==> config.mk <==
export PLATFORM = sky130hd
export DESIGN_NAME = ctl_bus_router
export DESIGN_NICKNAME = d
export VERILOG_FILES = /design/src/rtl/cbr_pkg.sv /design/src/rtl/cbr_sync_edge.sv /design/src/rtl/cbr_byte_snoop.sv /design/src/rtl/cbr_route_ctl.sv /design/src/rtl/ctl_bus_router.sv
export SDC_FILE = /design/constraint.sdc
export NUM_CORES = 1
export LEC_CHECK = 0
export BUFFER_PORTS_ARGS = -buffer_cell sky130_fd_sc_hd__buf_4
export CORE_ASPECT_RATIO = 1.4
export CORE_MARGIN = 8
export CORE_UTILIZATION = 45
export DETAILED_ROUTE_END_ITERATION = 16
export PLACE_DENSITY = 0.7
export RECOVER_POWER = 25
export SLEW_MARGIN = 20
export SYNTH_ARGS = -nofsm -noshare
export SYNTH_HDL_FRONTEND = slang
export SYNTH_SLANG_ARGS = --single-unit
export TNS_END_PERCENT = 10
==> constraint.sdc <==
create_clock -name clk -period 4.15 [get_ports clk]
set_input_delay 0.83 -clock clk [delete_from_list [all_inputs] [get_ports clk]]
set_output_delay 0.83 -clock clk [all_outputs]
set_load 0.005 [all_outputs]
==> src/rtl/cbr_pkg.sv <==
package cbr_pkg;
  localparam int ADDR_W = 7;
  localparam int BYTE_W = 8;
  localparam int N_TGT  = 4;

  typedef enum logic [1:0] {
    RT_PROM = 2'd0,
    RT_REG  = 2'd1,
    RT_DDCA = 2'd2,
    RT_DDCB = 2'd3
  } route_t;

  typedef enum logic [1:0] {
    PH_IDLE,
    PH_ADDR,
    PH_DATA,
    PH_SKIP
  } phase_t;
endpackage

==> src/rtl/cbr_sync_edge.sv <==
module cbr_sync_edge #(
  parameter int STAGES = 2
) (
  input  logic clk,
  input  logic rst,
  input  logic scl_i,
  input  logic sda_i,
  output logic sda_o,
  output logic scl_rise_o,
  output logic scl_fall_o,
  output logic start_o,
  output logic stop_o
);
  logic [STAGES-1:0] scl_sh, sda_sh;
  logic scl_s, scl_d, sda_d;

  always_ff @(posedge clk) begin
    if (rst) begin
      scl_sh <= '1;
      sda_sh <= '1;
      scl_d  <= 1'b1;
      sda_d  <= 1'b1;
    end else begin
      scl_sh <= {scl_sh[STAGES-2:0], scl_i};
      sda_sh <= {sda_sh[STAGES-2:0], sda_i};
      scl_d  <= scl_sh[STAGES-1];
      sda_d  <= sda_sh[STAGES-1];
    end
  end

  assign scl_s      = scl_sh[STAGES-1];
  assign sda_o      = sda_sh[STAGES-1];
  assign scl_rise_o = scl_s & ~scl_d;
  assign scl_fall_o = ~scl_s & scl_d;
  assign start_o    = scl_s & scl_d & sda_d & ~sda_o;
  assign stop_o     = scl_s & scl_d & ~sda_d & sda_o;
endmodule

==> src/rtl/cbr_byte_snoop.sv <==
module cbr_byte_snoop
  import cbr_pkg::*;
(
  input  logic              clk,
  input  logic              rst,
  input  logic              scl_rise,
  input  logic              scl_fall,
  input  logic              sda,
  input  logic              start_p,
  input  logic              stop_p,
  input  logic              listen,
  input  logic [ADDR_W-1:0] own_addr,
  output logic              hit_p,
  output logic              data_p,
  output logic              first_o,
  output logic [BYTE_W-1:0] byte_o,
  output logic              ack_o
);
  localparam int CNT_W = $clog2(BYTE_W + 1);
  localparam logic [CNT_W-1:0] LAST = CNT_W'(BYTE_W - 1);
  localparam logic [CNT_W-1:0] ACKB = CNT_W'(BYTE_W);

  phase_t            phase;
  logic [CNT_W-1:0]  cnt;
  logic [BYTE_W-1:0] shreg;
  logic [BYTE_W-1:0] nxt;
  logic              ack_pend, first;

  assign nxt = {shreg[BYTE_W-2:0], sda};

  always_ff @(posedge clk) begin
    if (rst) begin
      phase    <= PH_IDLE;
      cnt      <= '0;
      shreg    <= '0;
      ack_pend <= 1'b0;
      first    <= 1'b0;
      hit_p    <= 1'b0;
      data_p   <= 1'b0;
      first_o  <= 1'b0;
      byte_o   <= '0;
      ack_o    <= 1'b0;
    end else begin
      hit_p  <= 1'b0;
      data_p <= 1'b0;
      if (start_p) begin
        phase    <= PH_ADDR;
        cnt      <= '0;
        ack_o    <= 1'b0;
        ack_pend <= 1'b0;
        first    <= 1'b1;
      end else if (stop_p) begin
        phase    <= PH_IDLE;
        ack_o    <= 1'b0;
        ack_pend <= 1'b0;
      end else begin
        if (scl_rise && phase != PH_IDLE) begin
          if (cnt == ACKB) begin
            cnt <= '0;
          end else begin
            shreg <= nxt;
            cnt   <= cnt + 1'b1;
            if (cnt == LAST) begin
              case (phase)
                PH_ADDR: begin
                  if (listen && nxt[BYTE_W-1:1] == own_addr) begin
                    hit_p    <= 1'b1;
                    ack_pend <= 1'b1;
                    phase    <= nxt[0] ? PH_SKIP : PH_DATA;
                  end else begin
                    ack_pend <= 1'b0;
                    phase    <= PH_SKIP;
                  end
                end
                PH_DATA: begin
                  data_p   <= 1'b1;
                  byte_o   <= nxt;
                  first_o  <= first;
                  first    <= 1'b0;
                  ack_pend <= 1'b1;
                end
                default: ack_pend <= 1'b0;
              endcase
            end
          end
        end
        if (scl_fall) begin
          ack_o <= (cnt == ACKB) ? ack_pend : 1'b0;
        end
      end
    end
  end
endmodule

==> src/rtl/cbr_route_ctl.sv <==
module cbr_route_ctl
  import cbr_pkg::*;
#(
  parameter logic [BYTE_W-1:0] CMD_INDEX = 8'h0E
) (
  input  logic              clk,
  input  logic              rst,
  input  logic              hit_p,
  input  logic              data_p,
  input  logic              first_i,
  input  logic [BYTE_W-1:0] byte_i,
  input  logic              start_p,
  input  logic              stop_p,
  output route_t            route_o,
  output logic [N_TGT-1:0]  en_o,
  output logic              listen_o
);
  route_t            route_q, route_d, pend_q;
  logic              pend_v, seen_start;
  logic [BYTE_W-1:0] ptr_q;

  always_comb begin
    route_d = route_q;
    case (route_q)
      RT_PROM: if (hit_p) route_d = RT_REG;
      RT_REG:  if (stop_p && pend_v) route_d = pend_q;
      default: if (stop_p && seen_start) route_d = RT_REG;
    endcase
  end

  always_ff @(posedge clk) begin
    if (rst) begin
      route_q    <= RT_PROM;
      en_o       <= N_TGT'(1);
      pend_q     <= RT_REG;
      pend_v     <= 1'b0;
      seen_start <= 1'b0;
      ptr_q      <= '0;
    end else begin
      route_q <= route_d;
      en_o    <= N_TGT'(1) << route_d;
      if (route_d != route_q)
        seen_start <= 1'b0;
      else if (start_p && route_q[1])
        seen_start <= 1'b1;
      if (route_q == RT_REG && stop_p)
        pend_v <= 1'b0;
      else if (data_p) begin
        if (first_i) begin
          ptr_q <= byte_i;
        end else begin
          if (ptr_q == CMD_INDEX) begin
            pend_q <= route_t'(byte_i[1:0]);
            pend_v <= 1'b1;
          end
          ptr_q <= ptr_q + 1'b1;
        end
      end
    end
  end

  assign route_o  = route_q;
  assign listen_o = ~route_q[1];
endmodule

==> src/rtl/ctl_bus_router.sv <==
module ctl_bus_router
  import cbr_pkg::*;
#(
  parameter int                SYNC_STAGES = 2,
  parameter logic [BYTE_W-1:0] CMD_INDEX   = 8'h0E
) (
  input  logic       clk,
  input  logic       rst,
  input  logic       scl_i,
  input  logic       sda_i,
  input  logic       addr_sel_i,
  output logic [1:0] route_o,
  output logic       en_prom_o,
  output logic       en_reg_o,
  output logic       en_ddca_o,
  output logic       en_ddcb_o,
  output logic       ack_o
);
  logic              sda_s, scl_rise, scl_fall, start_p, stop_p;
  logic              hit_p, data_p, first_b, listen;
  logic [BYTE_W-1:0] data_b;
  logic [N_TGT-1:0]  en;
  logic [ADDR_W-1:0] own_addr;
  route_t            route;

  assign own_addr = {6'b011100, ~addr_sel_i};

  cbr_sync_edge #(.STAGES(SYNC_STAGES)) u_sync (
    .clk(clk), .rst(rst), .scl_i(scl_i), .sda_i(sda_i),
    .sda_o(sda_s), .scl_rise_o(scl_rise), .scl_fall_o(scl_fall),
    .start_o(start_p), .stop_o(stop_p)
  );

  cbr_byte_snoop u_snoop (
    .clk(clk), .rst(rst), .scl_rise(scl_rise), .scl_fall(scl_fall),
    .sda(sda_s), .start_p(start_p), .stop_p(stop_p), .listen(listen),
    .own_addr(own_addr), .hit_p(hit_p), .data_p(data_p),
    .first_o(first_b), .byte_o(data_b), .ack_o(ack_o)
  );

  cbr_route_ctl #(.CMD_INDEX(CMD_INDEX)) u_route (
    .clk(clk), .rst(rst), .hit_p(hit_p), .data_p(data_p),
    .first_i(first_b), .byte_i(data_b), .start_p(start_p),
    .stop_p(stop_p), .route_o(route), .en_o(en), .listen_o(listen)
  );

  assign route_o   = route;
  assign en_prom_o = en[0];
  assign en_reg_o  = en[1];
  assign en_ddca_o = en[2];
  assign en_ddcb_o = en[3];
endmodule

==> flow_summary_export.csv, run 1 <==
group,metric,value,unit
route,route.vias.total,1831,
clocking,cts_inserted_buffers,5,
min_path,worst_hold_class,"register to register",
route,detail_route.wl_per_cell,14.0,µm
setup_path,crit_slowest_cell,"clkbuf_1",
setup_path,timing_worst_setup_path_type,"input pin to register",
clocking,post_cts_resize_count,0,
run_status,outcome,"finished, violations left",
logic_synthesis,asyncSetResetFlopFracSynth,0,%
grt,grt_overflow_total,0,
timing,setup_viol,0,
layout,finalNonFillerCells,333,
die,core-area,4840,µm²
clocking,cts_tree,"yes",
logic_synthesis,synth.lib_cells_used.distinct,49,
timing,final_min_period_over_clock_period,64.6,%
setup_path,critPathMaxFanout,40,
setup_path,setup.worst_path.end_class,"register",
timing,timing.final.crit_period,2.68,ns
timing,rsz0062_at_grt,"false",
flow_run,maxCapViolations,1,
clocking,hold_buffers,0,
power,p_sw,0.185,mW
power,p_sw_share,21.8,%
layout,flow.area_growth_from_synthesis,9.75,%
power,comb_power_share,4.2,%
clocking,cts_max_path_buffers,2,
logic_synthesis,synth.yosys.warnings,0,
placement,routabilityCongestion,0.797,
timing,max_slew_violation_count,41,
die,pin_count,12,
logic_synthesis,syn-mean-instance-area,8.72,µm²
grt,antenna_found_initial,0,
power,max-vdd-ir-drop,0.236,mV
route,drt_pre_antenna_iters,4,
timing,achievable-frequency,373,MHz
min_path,hold_depth,1,
grt,wire_length_of_the_first_global_routing_pass,8.06,mm
timing,setup_total_negative_slack,0,ns
setup_path,critical_path.max_stage_delay,1.16,ns
timing,final-hold-violation-count,0,
run_status,failing_checks,"capacitance limit, slew limit",
clocking,clk_pin_slew_worst_paths,0.09,ns
power,design_power_total,0.849,mW
layout,nNetsFinal,280,
placement,placement.cell_area,2380,µm²
logic_synthesis,synthesized_netlist_net_count,271,
setup_path,reg2reg_depth,6,
clocking,cts_root_buffer,"clkbuf_8",
route,wirelength,4.65,mm
placement,post-place-cells,325,
die,design.die.area,7570,µm²
clocking,clock_h_tree_levels,2,
timing,final.setup_skew,0.00379,ns
power,seq_power_share,59.5,%
logic_synthesis,synth_top_flop_cell,"dfxtp_1",
power,cellPowerDensity,343,nW/µm²
grt,grt_start_max_net_pins,41,
die,starting_density_of_the_core,46.6,%
placement,place.port_buffers,11,
logic_synthesis,yosys_register_bits,51,
layout,n_antenna_cell,0,
route,initialDrtViolationCount,160,
placement,dp_hpwl,3.24,mm
timing,worst_hold_slack,0.410,ns
timing,worst_margin_pin_slew,1.65,ns
setup_path,worst-endpoint-required,4.35,ns
grt,grt_util_all_layers,13.6,%
power,leakagePower,0.943,nW
setup_path,crit_chain,"clkbuf_1, inv_1, o311ai_0, o21ai_1, a21o_1",
die,die_height,99.8,µm
layout,postLayoutCellArea,2480,µm²
layout,post_route_cells_drive_above_1_share,8.18,%
grt,grt_pass1_vias,1766,
route,vias_per_cell,5.50,
logic_synthesis,synth_edf_count,0,
route,drt_drc_violations_left,0,
clocking,postCtsSetupRepairBufs,0,
setup_path,startpoint_type,"input pin",
clocking,cts.sinks,51,
die,die_x,75.9,µm
logic_synthesis,seq_area_frac_synth,45.2,%
timing,relSlewSlack,-9.67,%
power,pwr-share-clk,36.3,%
logic_synthesis,syn-instance-count,259,
logic_synthesis,synthesis.area,2260,µm²
route,detail-route-antenna-nets,0,
setup_path,arrival,2.88,ns
die,row_count,30,
clocking,clkLatencyLatePin,0.30,ns
power,cellInternalPower,0.664,mW
-- stage by stage --
step / utilization [%] / setup WS, ns
floorplan: - / 2.46
global placement: 49.2 / 2.18
detailed placement: 49.2 / 2.13
CTS: 51.3 / 2.07
global route: 51.2 / 1.21
finish: 51.2 / 1.47
-- cell type report --
type                            count  area [µm²]
Timing Repair Buffer               11        78.8
Inverter                           12        45.0
Sequential cell                    51        1020
Clock buffer                        8         100
Tap cell                           64        80.1
Fill cell                         454        2360
Multi-Input combinational cell    187        1150
-- path summary, 6_finish.rpt --
path / start / end / slack (ns)
max: rst / u_route.ptr_q[6]$_SDFFE_PP0P_ / 1.47
max reg2reg: u_snoop.phase[1]$_SDFFE_PP0P_ / u_snoop.byte_o[6]$_SDFFE_PP0P_ / 2.04
min: u_sync.scl_sh[0]$_SDFF_PP1_ / u_sync.scl_sh[1]$_SDFF_PP1_ / 0.41
min reg2reg: u_sync.scl_sh[0]$_SDFF_PP1_ / u_sync.scl_sh[1]$_SDFF_PP1_ / 0.41
-- worst max-delay path, delay by kind of cell --
family	cells	cell delay, ns
buf+inv	2	1.44
compound gates	3	0.61
-- logic make-up after synthesis --
| group | count (synthesis) | share of synthesized area [%] |
|---|---|---|
| compound gates | 54 | 14.8 |
| xor+xnor | 2 | 0.776 |
| mux | 12 | 5.32 |
| simple gates | 112 | 26.3 |
| buf+inv | 21 | 3.71 |
| flops | 51 | 45.2 |
| fa+ha+maj | 7 | 3.88 |
-- synth_stat cells, types with 3 or more instances --
cell type	instances	area (µm²)
a21oi_1	22	110
a31oi_1	6	37.5
buf_2	4	20.0
clkbuf_1	5	18.8
dfxtp_1	51	1020
ha_1	7	87.6
inv_1	11	41.3
mux2i_1	12	120
nand2_1	35	131
nand3_1	11	55.1
nand4b_1	3	26.3
nor2_1	21	78.8
nor2b_1	4	25.0
nor3_1	4	20.0
nor4_1	5	31.3
o21ai_0	3	15.0
o21ai_1	6	30.0
or2_1	5	31.3
-- cells in the final DEF (no fill, tap or decap), types with 5 or more instances in the layout --
| cell | n |
|---|---|
| a21oi_1 | 22 |
| a31oi_1 | 6 |
| buf_4 | 5 |
| clkbuf_4 | 5 |
| clkbuf_8 | 7 |
| dfxtp_1 | 51 |
| ha_1 | 7 |
| inv_1 | 11 |
| mux2i_1 | 12 |
| nand2_1 | 35 |
| nand3_1 | 11 |
| nor2_1 | 21 |
| nor4_1 | 5 |
| o21ai_1 | 5 |
| or2_1 | 5 |
-- layer usage --
| metal | up-vias | wire [µm] | GRT usage, % |
|---|---|---|---|
| met1 | 854 | 2030 | 14.8 |
| met2 | 30 | 2330 | 23.0 |
| met4 | 0 | 145 | 7.88 |
| met5 | - | 0 | 0 |
| met3 | 12 | 146 | 2.89 |
| li1 | 935 | - | - |
-- flip-flops by register name, indices dropped and copies added (netlist names), 2 cells and up --
signal,count
u_route.ptr_q,8
u_snoop.byte_o,8
u_snoop.shreg,7
u_route.en_o,4
u_snoop.cnt,4
u_route.pend_q,2
u_route.route_o,2
u_snoop.phase,2
u_sync.scl_sh,2
u_sync.sda_sh,2
-- power groups by stage --
stage,Clock (mW),Sequential (mW),Combinational (mW)
after floorplan,0,0.514,0.0278
after global placement,0,0.516,0.0347
after detailed placement,0,0.516,0.0355
after CTS,0.317,0.505,0.0359
after global routing,0.338,0.507,0.0405
final,0.309,0.505,0.0355
Note: power is estimated with default switching activity, not from simulation.
==> run 2, diff against run 1 <==
--- a/config.mk
+++ b/config.mk
@@ -5,6 +5,7 @@
 export SDC_FILE = /design/constraint.sdc
 export NUM_CORES = 1
 export LEC_CHECK = 0
+export ABC_AREA = 1
 export BUFFER_PORTS_ARGS = -buffer_cell sky130_fd_sc_hd__buf_4
 export CORE_ASPECT_RATIO = 1.4
 export CORE_MARGIN = 8
==> constraint.sdc (replaced) <==
create_clock -name clk -period 2.5 [get_ports clk]
set_input_delay 0.5 -clock clk [delete_from_list [all_inputs] [get_ports clk]]
set_output_delay 0.5 -clock clk [all_outputs]
set_load 0.005 [all_outputs]
==> run 2 against run 1 <==
  * The run now ends clean
  * Wire length decreased by 0.32%
  * Clock skew up 0.0032 ns
  * Via count up 6.6%
  * First-iteration DRC count is 19% lower
  * Clock power increased by 46%
  * Critical endpoint is now u_snoop.first$_SDFFE_PP0P_
  * Largest cell class unchanged
==> flow_summary_export.csv, run 2 <==
group,metric,value,unit
logic_synthesis,syn-instance-count,324,
logic_synthesis,synth_top_flop_cell,"dfxtp_1",
logic_synthesis,synth_edf_count,0,
setup_path,reg2reg_depth,8,
min_path,worst_hold_class,"input pin to register",
placement,dp_hpwl,3.51,mm
timing,setup_total_negative_slack,0,ns
power,design_power_total,1.33,mW
timing,max_slew_violation_count,0,
setup_path,timing_worst_setup_path_type,"input pin to register",
layout,nNetsFinal,345,
layout,post_route_cells_drive_above_1_share,13.2,%
grt,grt_pass1_vias,1891,
timing,timing.final.crit_period,1.87,ns
timing,relSlewSlack,46.6,%
power,leakagePower,1.08,nW
layout,n_antenna_cell,0,
timing,final_min_period_over_clock_period,74.9,%
logic_synthesis,synth.mux.area_fraction,0,%
setup_path,arrival,2.05,ns
grt,grt_util_all_layers,12.8,%
logic_synthesis,synthDominantAreaCellType,"dfxtp_1",
grt,grt_overflow_total,0,
placement,place.port_buffers,11,
die,pin_count,12,
setup_path,worst-endpoint-required,2.67,ns
route,route.vias.total,1952,
timing,worst_margin_pin_slew,0.801,ns
route,detail-route-antenna-nets,0,
die,starting_density_of_the_core,46.4,%
clocking,cts_tree,"yes",
route,drt_pre_antenna_iters,4,
power,p_sw,0.299,mW
timing,final-hold-violation-count,0,
timing,setup_viol,0,
min_path,hold_depth,2,
grt,grt_start_max_net_pins,20,
timing,final.setup_skew,0.00699,ns
route,vias_per_cell,4.88,
clocking,post_cts_resize_count,0,
die,row_count,31,
logic_synthesis,synthesized_netlist_net_count,336,
clocking,clkLatencyLatePin,0.30,ns
power,comb_power_share,4.1,%
setup_path,critPathMaxFanout,19,
route,detail_route.wl_per_cell,11.6,µm
route,wirelength,4.63,mm
logic_synthesis,synth_adder_area_share,3.66,%
placement,routabilityCongestion,0.828,
clocking,clk_pin_slew_worst_paths,0.09,ns
power,max-vdd-ir-drop,0.300,mV
clocking,cts.sinks,51,
logic_synthesis,post_synth_and_or_nand_nor_area_fraction,29.8,%
clocking,cts_max_path_buffers,2,
logic_synthesis,synth.lib_cells_used.distinct,30,
power,seq_power_share,62.0,%
grt,antenna_found_initial,0,
logic_synthesis,post-synth-top-count-cell,"nand2_1",
logic_synthesis,synth_top_family_by_area,"simple AND/OR/NAND/NOR gates",
flow_run,maxCapViolations,0,
logic_synthesis,synth_xor_xnor_area_share,0.366,%
logic_synthesis,compound_gate_fraction_of_synth_area,13.7,%
layout,flow.area_growth_from_synthesis,7.01,%
logic_synthesis,synth_common_cells,"nand2_1 (60), dfxtp_1 (51), nor2_1 (45), inv_1 (35), nand3_1 (28)",
logic_synthesis,synth_top_area_share,42.7,%
power,cellPowerDensity,519,nW/µm²
route,initialDrtViolationCount,130,
die,core-area,5160,µm²
grt,wire_length_of_the_first_global_routing_pass,8.35,mm
clocking,cts_inserted_buffers,5,
clocking,postCtsSetupRepairBufs,0,
power,pwr-share-clk,33.9,%
timing,achievable-frequency,534,MHz
timing,rsz0062_at_grt,"false",
logic_synthesis,synthesis.area,2390,µm²
layout,final_common_cell,"nand2_1",
logic_synthesis,yosys_register_bits,51,
die,design.die.area,7940,µm²
layout,highest_count_cells_in_the_layout_ignoring_fill_and_taps,"nand2_1 (60), dfxtp_1 (51), nor2_1 (45), inv_1 (35), nand3_1 (28)",
setup_path,startpoint_type,"input pin",
route,drt_drc_violations_left,0,
die,die_x,77.6,µm
clocking,clock_h_tree_levels,2,
logic_synthesis,synth.yosys.warnings,0,
die,die_height,102,µm
power,cellInternalPower,1.03,mW
clocking,hold_buffers,0,
logic_synthesis,seq_area_frac_synth,42.7,%
logic_synthesis,ys_top_cells_by_area,"dfxtp_1 (43%), nand2_1 (9.4%), nor2_1 (7.1%)",
logic_synthesis,asyncSetResetFlopFracSynth,0,%
logic_synthesis,syn-mean-instance-area,7.38,µm²
layout,registers_with_the_most_flip_flops,"u_route.ptr_q x8, u_snoop.byte_o x8, u_snoop.shreg x7",
run_status,outcome,"finished clean",
setup_path,setup.worst_path.end_class,"register",
power,p_sw_share,22.5,%
clocking,cts_root_buffer,"clkbuf_8",
[run 2: final timing paths]
check                                      from  slack [ns]                        endpoint
hold reg to reg     u_sync.scl_sh[0]$_SDFF_PP1_        0.41     u_sync.scl_sh[1]$_SDFF_PP1_
setup reg to reg  u_snoop.phase[0]$_SDFFE_PP0P_        0.86  u_snoop.byte_o[6]$_SDFFE_PP0P_
hold / removal                            scl_i        0.38     u_sync.scl_sh[0]$_SDFF_PP1_
setup / recovery                            rst        0.63      u_snoop.first$_SDFFE_PP0P_
[run 2: per-layer routing]
layer	wire length, µm	GRT usage (%)
met1	2030	13.7
met3	134	3.08
met4	105	5.10
met2	2360	23.3
met5	0	0
[run 2: power groups by stage]
stage	sequential [mW]	clock [mW]	combinational, mW
6_report	0.824	0.451	0.0542
5_1_grt	0.826	0.501	0.0619
4_1_cts	0.825	0.470	0.0551
3_5_place_dp	0.844	0	0.0547
3_3_place_gp	0.843	0	0.0544
2_1_floorplan	0.842	0	0.0396
[run 2: kinds of logic (layout without fill, tap and decap cells)]
logic type	Yosys count	after routing
fa+ha+maj	7	7
flops	51	51
buf+inv	50	60
xor+xnor	1	1
simple gates	156	156
compound gates	59	59
[run 2: critical path: stages]
cell	delay (ns)
clkbuf_1	0.59
clkinv_1	0.47
buf_4	0.33
o21ai_0	0.10
a21oi_1	0.05
[run 2: final cells by class]
class / count / area [µm²]
timing repair buffer: 12 / 86.3
clock inverter: 3 / 15.0
inverter: 40 / 150
multi-input combinational: 223 / 1140
clock buffer: 5 / 68.8
tap: 66 / 82.6
sequential: 51 / 1020
fill: 528 / 2600
[run 2: per-stage QoR]
step	instance area (µm²)	setup WS (ns)	instances	utilization, %	hold WS [ns]
4_1_cts	2560	0.862	400	49.7	0.371
5_1_grt	2560	0.490	400	49.6	0.360
6_report	2560	0.626	400	49.6	0.380
3_3_place_gp	2480	0.929	392	48.1	0.392
2_1_floorplan	2390	1.14	324	-	0.389
3_5_place_dp	2480	0.873	392	48.1	0.392
==> run 3, diff against run 2 <==
--- a/config.mk
+++ b/config.mk
@@ -5,7 +5,7 @@
 export SDC_FILE = /design/constraint.sdc
 export NUM_CORES = 1
 export LEC_CHECK = 0
-export ABC_AREA = 1
+export ABC_AREA = 0
 export BUFFER_PORTS_ARGS = -buffer_cell sky130_fd_sc_hd__buf_4
 export CORE_ASPECT_RATIO = 1.4
 export CORE_MARGIN = 8
==> constraint.sdc (replaced) <==
create_clock -name clk -period 1.9 [get_ports clk]
set_input_delay 0.38 -clock clk [delete_from_list [all_inputs] [get_ports clk]]
set_output_delay 0.38 -clock clk [all_outputs]
set_load 0.005 [all_outputs]
==> run 3 against run 2 <==
  * Critical path depth shrank 1
  * Non-clock buffer count grew 9
  * Clock skew shrank 0.0026 ns
  * Combinational power grew 46%
  * Power grew 36%
  * Flip-flop and latch count is the same
  * Design area shrank 0.88%
  * Via count shrank 4.5%
  * Register-to-register slack lost 0.72 ns
  * Clock-buffer cell count is the same
  * Critical endpoint is now u_route.pend_q[0]$_SDFFE_PP1P_
  * Largest cell class unchanged
==> flow_summary_export.csv, run 3 (synthesis results as in run 1) <==
group,metric,value,unit
clocking,clock_h_tree_levels,2,
setup_path,critical_path.max_stage_delay,0.53,ns
layout,multi_input_logic_area,1150,µm²
min_path,hold_depth,2,
timing,final-hold-violation-count,0,
route,vias_per_cell,5.43,
setup_path,critPathMaxFanout,7,
placement,place.port_buffers,11,
grt,antenna_found_initial,0,
route,drt_drc_violations_left,0,
layout,nFillCells,463,
setup_path,crit_chain,"or4_4, or4_4, o21ai_1, o311ai_1",
timing,max_slew_violation_count,0,
power,pwr-share-clk,34.6,%
layout,postLayoutCoreUtil,52.4,%
setup_path,startpoint_type,"register",
route,wirelength,4.69,mm
route,detail_route.wl_per_cell,13.7,µm
placement,dp_hpwl,3.33,mm
route,drt_pre_antenna_iters,4,
run_status,outcome,"finished clean",
power,leakagePower,0.987,nW
setup_path,setup.worst_path.end_class,"register",
setup_path,worstPathBufferInverterCount,0,
layout,ff_latch_area,1020,µm²
grt,grt_start_max_net_pins,33,
placement,routabilityCongestion,0.798,
setup_path,worst-r2r-setup-slack,0.14,ns
timing,setup_total_negative_slack,0,ns
clocking,hold_buffers,0,
timing,setup_viol,0,
setup_path,critPathMostFrequentCell,"or4_4",
die,design.die.area,7570,µm²
clocking,clkLatencyLatePin,0.31,ns
die,die_height,99.8,µm
die,core-area,4840,µm²
setup_path,cp_top_family,"simple AND/OR/NAND/NOR gates",
power,seq_power_share,61.0,%
die,row_count,30,
clocking,cts_root_buffer,"clkbuf_8",
power,cellInternalPower,1.38,mW
layout,highest_count_cells_in_the_layout_ignoring_fill_and_taps,"dfxtp_1 (51), nand2_1 (35), a21oi_1 (22), nor2_1 (21), buf_4 (13)",
timing,rsz0062_at_grt,"false",
route,initialDrtViolationCount,126,
timing,achievable-frequency,570,MHz
power,p_sw,0.431,mW
route,detail-route-antenna-nets,0,
die,starting_density_of_the_core,46.6,%
setup_path,crit-reg2reg-launch,"u_route.ptr_q[4]$_SDFFE_PP0P_",
timing,final.setup_skew,0.00440,ns
setup_path,r2r_end,"u_route.pend_q[0]$_SDFFE_PP1P_",
setup_path,worst-endpoint-required,2.09,ns
layout,n_antenna_cell,0,
power,max-vdd-ir-drop,0.492,mV
clocking,postCtsSetupRepairBufs,0,
power,p_sw_share,23.8,%
flow_run,maxCapViolations,0,
setup_path,crit_slowest_cell,"or4_4",
setup_path,reg2reg_depth,4,
clocking,post_cts_resize_count,0,
placement,placement.cell_area,2460,µm²
layout,nNetsFinal,290,
grt,grt_overflow_total,0,
grt,wire_length_of_the_first_global_routing_pass,8.06,mm
die,die_x,75.9,µm
route,route.vias.total,1864,
layout,postLayoutCellArea,2540,µm²
timing,worst_margin_pin_slew,0.682,ns
clocking,cts_inserted_buffers,5,
setup_path,timing_worst_setup_path_type,"register to register",
die,pin_count,12,
timing,timing.final.crit_period,1.76,ns
layout,post_route_cells_drive_above_1_share,11.5,%
setup_path,arrival,1.94,ns
power,comb_power_share,4.4,%
min_path,destination_of_the_worst_hold_path,"u_sync.sda_sh[0]$_SDFF_PP1_",
min_path,hold_path.startpoint,"sda_i",
timing,final_min_period_over_clock_period,92.4,%
min_path,worst_hold_class,"input pin to register",
clocking,cts_tree,"yes",
grt,grt_util_all_layers,13.4,%
power,cellPowerDensity,713,nW/µm²
layout,registers_with_the_most_flip_flops,"u_route.ptr_q x8, u_snoop.byte_o x8, u_snoop.shreg x7",
grt,grt_pass1_vias,1782,
clocking,clk_pin_slew_worst_paths,0.09,ns
layout,final_common_cell,"dfxtp_1",
clocking,cts.sinks,51,
layout,flow.area_growth_from_synthesis,12.4,%
timing,relSlewSlack,54.1,%
clocking,cts_max_path_buffers,2,
## run 3: worst max-delay path by stage
stage	from	end	slack, ns	depth (start not counted)
2_1_floorplan	u_snoop.first_o$_SDFFE_PP0P_	u_route.pend_q[0]$_SDFFE_PP1P_	0.21	4
3_3_place_gp	u_route.ptr_q[4]$_SDFFE_PP0P_	u_route.pend_q[0]$_SDFFE_PP1P_	0.19	4
3_5_place_dp	u_route.ptr_q[4]$_SDFFE_PP0P_	u_route.pend_q[0]$_SDFFE_PP1P_	0.14	4
4_1_cts	u_route.ptr_q[4]$_SDFFE_PP0P_	u_route.pend_q[0]$_SDFFE_PP1P_	0.14	4
5_1_grt	u_route.ptr_q[4]$_SDFFE_PP0P_	u_route.pend_q[0]$_SDFFE_PP1P_	0.06	4
6_report	u_route.ptr_q[4]$_SDFFE_PP0P_	u_route.pend_q[0]$_SDFFE_PP1P_	0.14	4
## run 3: metrics by stage
stage	setup WS (ns)	std cells	power (mW)	hold slack, ns
2_1_floorplan	0.206	259	1.18	0.383
3_3_place_gp	0.192	335	1.21	0.385
3_5_place_dp	0.145	335	1.21	0.395
4_1_cts	0.140	343	1.83	0.243
5_1_grt	0.0589	343	1.87	0.241
6_report	0.145	343	1.81	0.247
## run 3: routing by layer
layer	part of all wire [%]	track usage (%)
met1	43	14.8
met2	53	23.8
met5	0	0
met3	2.8	2.79
met4	1.4	5.05
## run 3: cell type report
class,count,area share [%]
repair buffers,21,5.92
flip-flops and latches,51,40.2
well taps,64,3.16
inverters,12,1.78
clock inverters,3,0.740
multi-input cells,187,45.5
clock buffers,5,2.71
## run 3: power groups by stage
stage               sequential, mW  combinational, mW  clock [mW]
floorplan                     1.12             0.0606           0
global placement              1.13             0.0790           0
detailed placement            1.13             0.0801           0
CTS                           1.10             0.0808       0.647
global route                  1.11             0.0894       0.674
finish                        1.10             0.0789       0.626
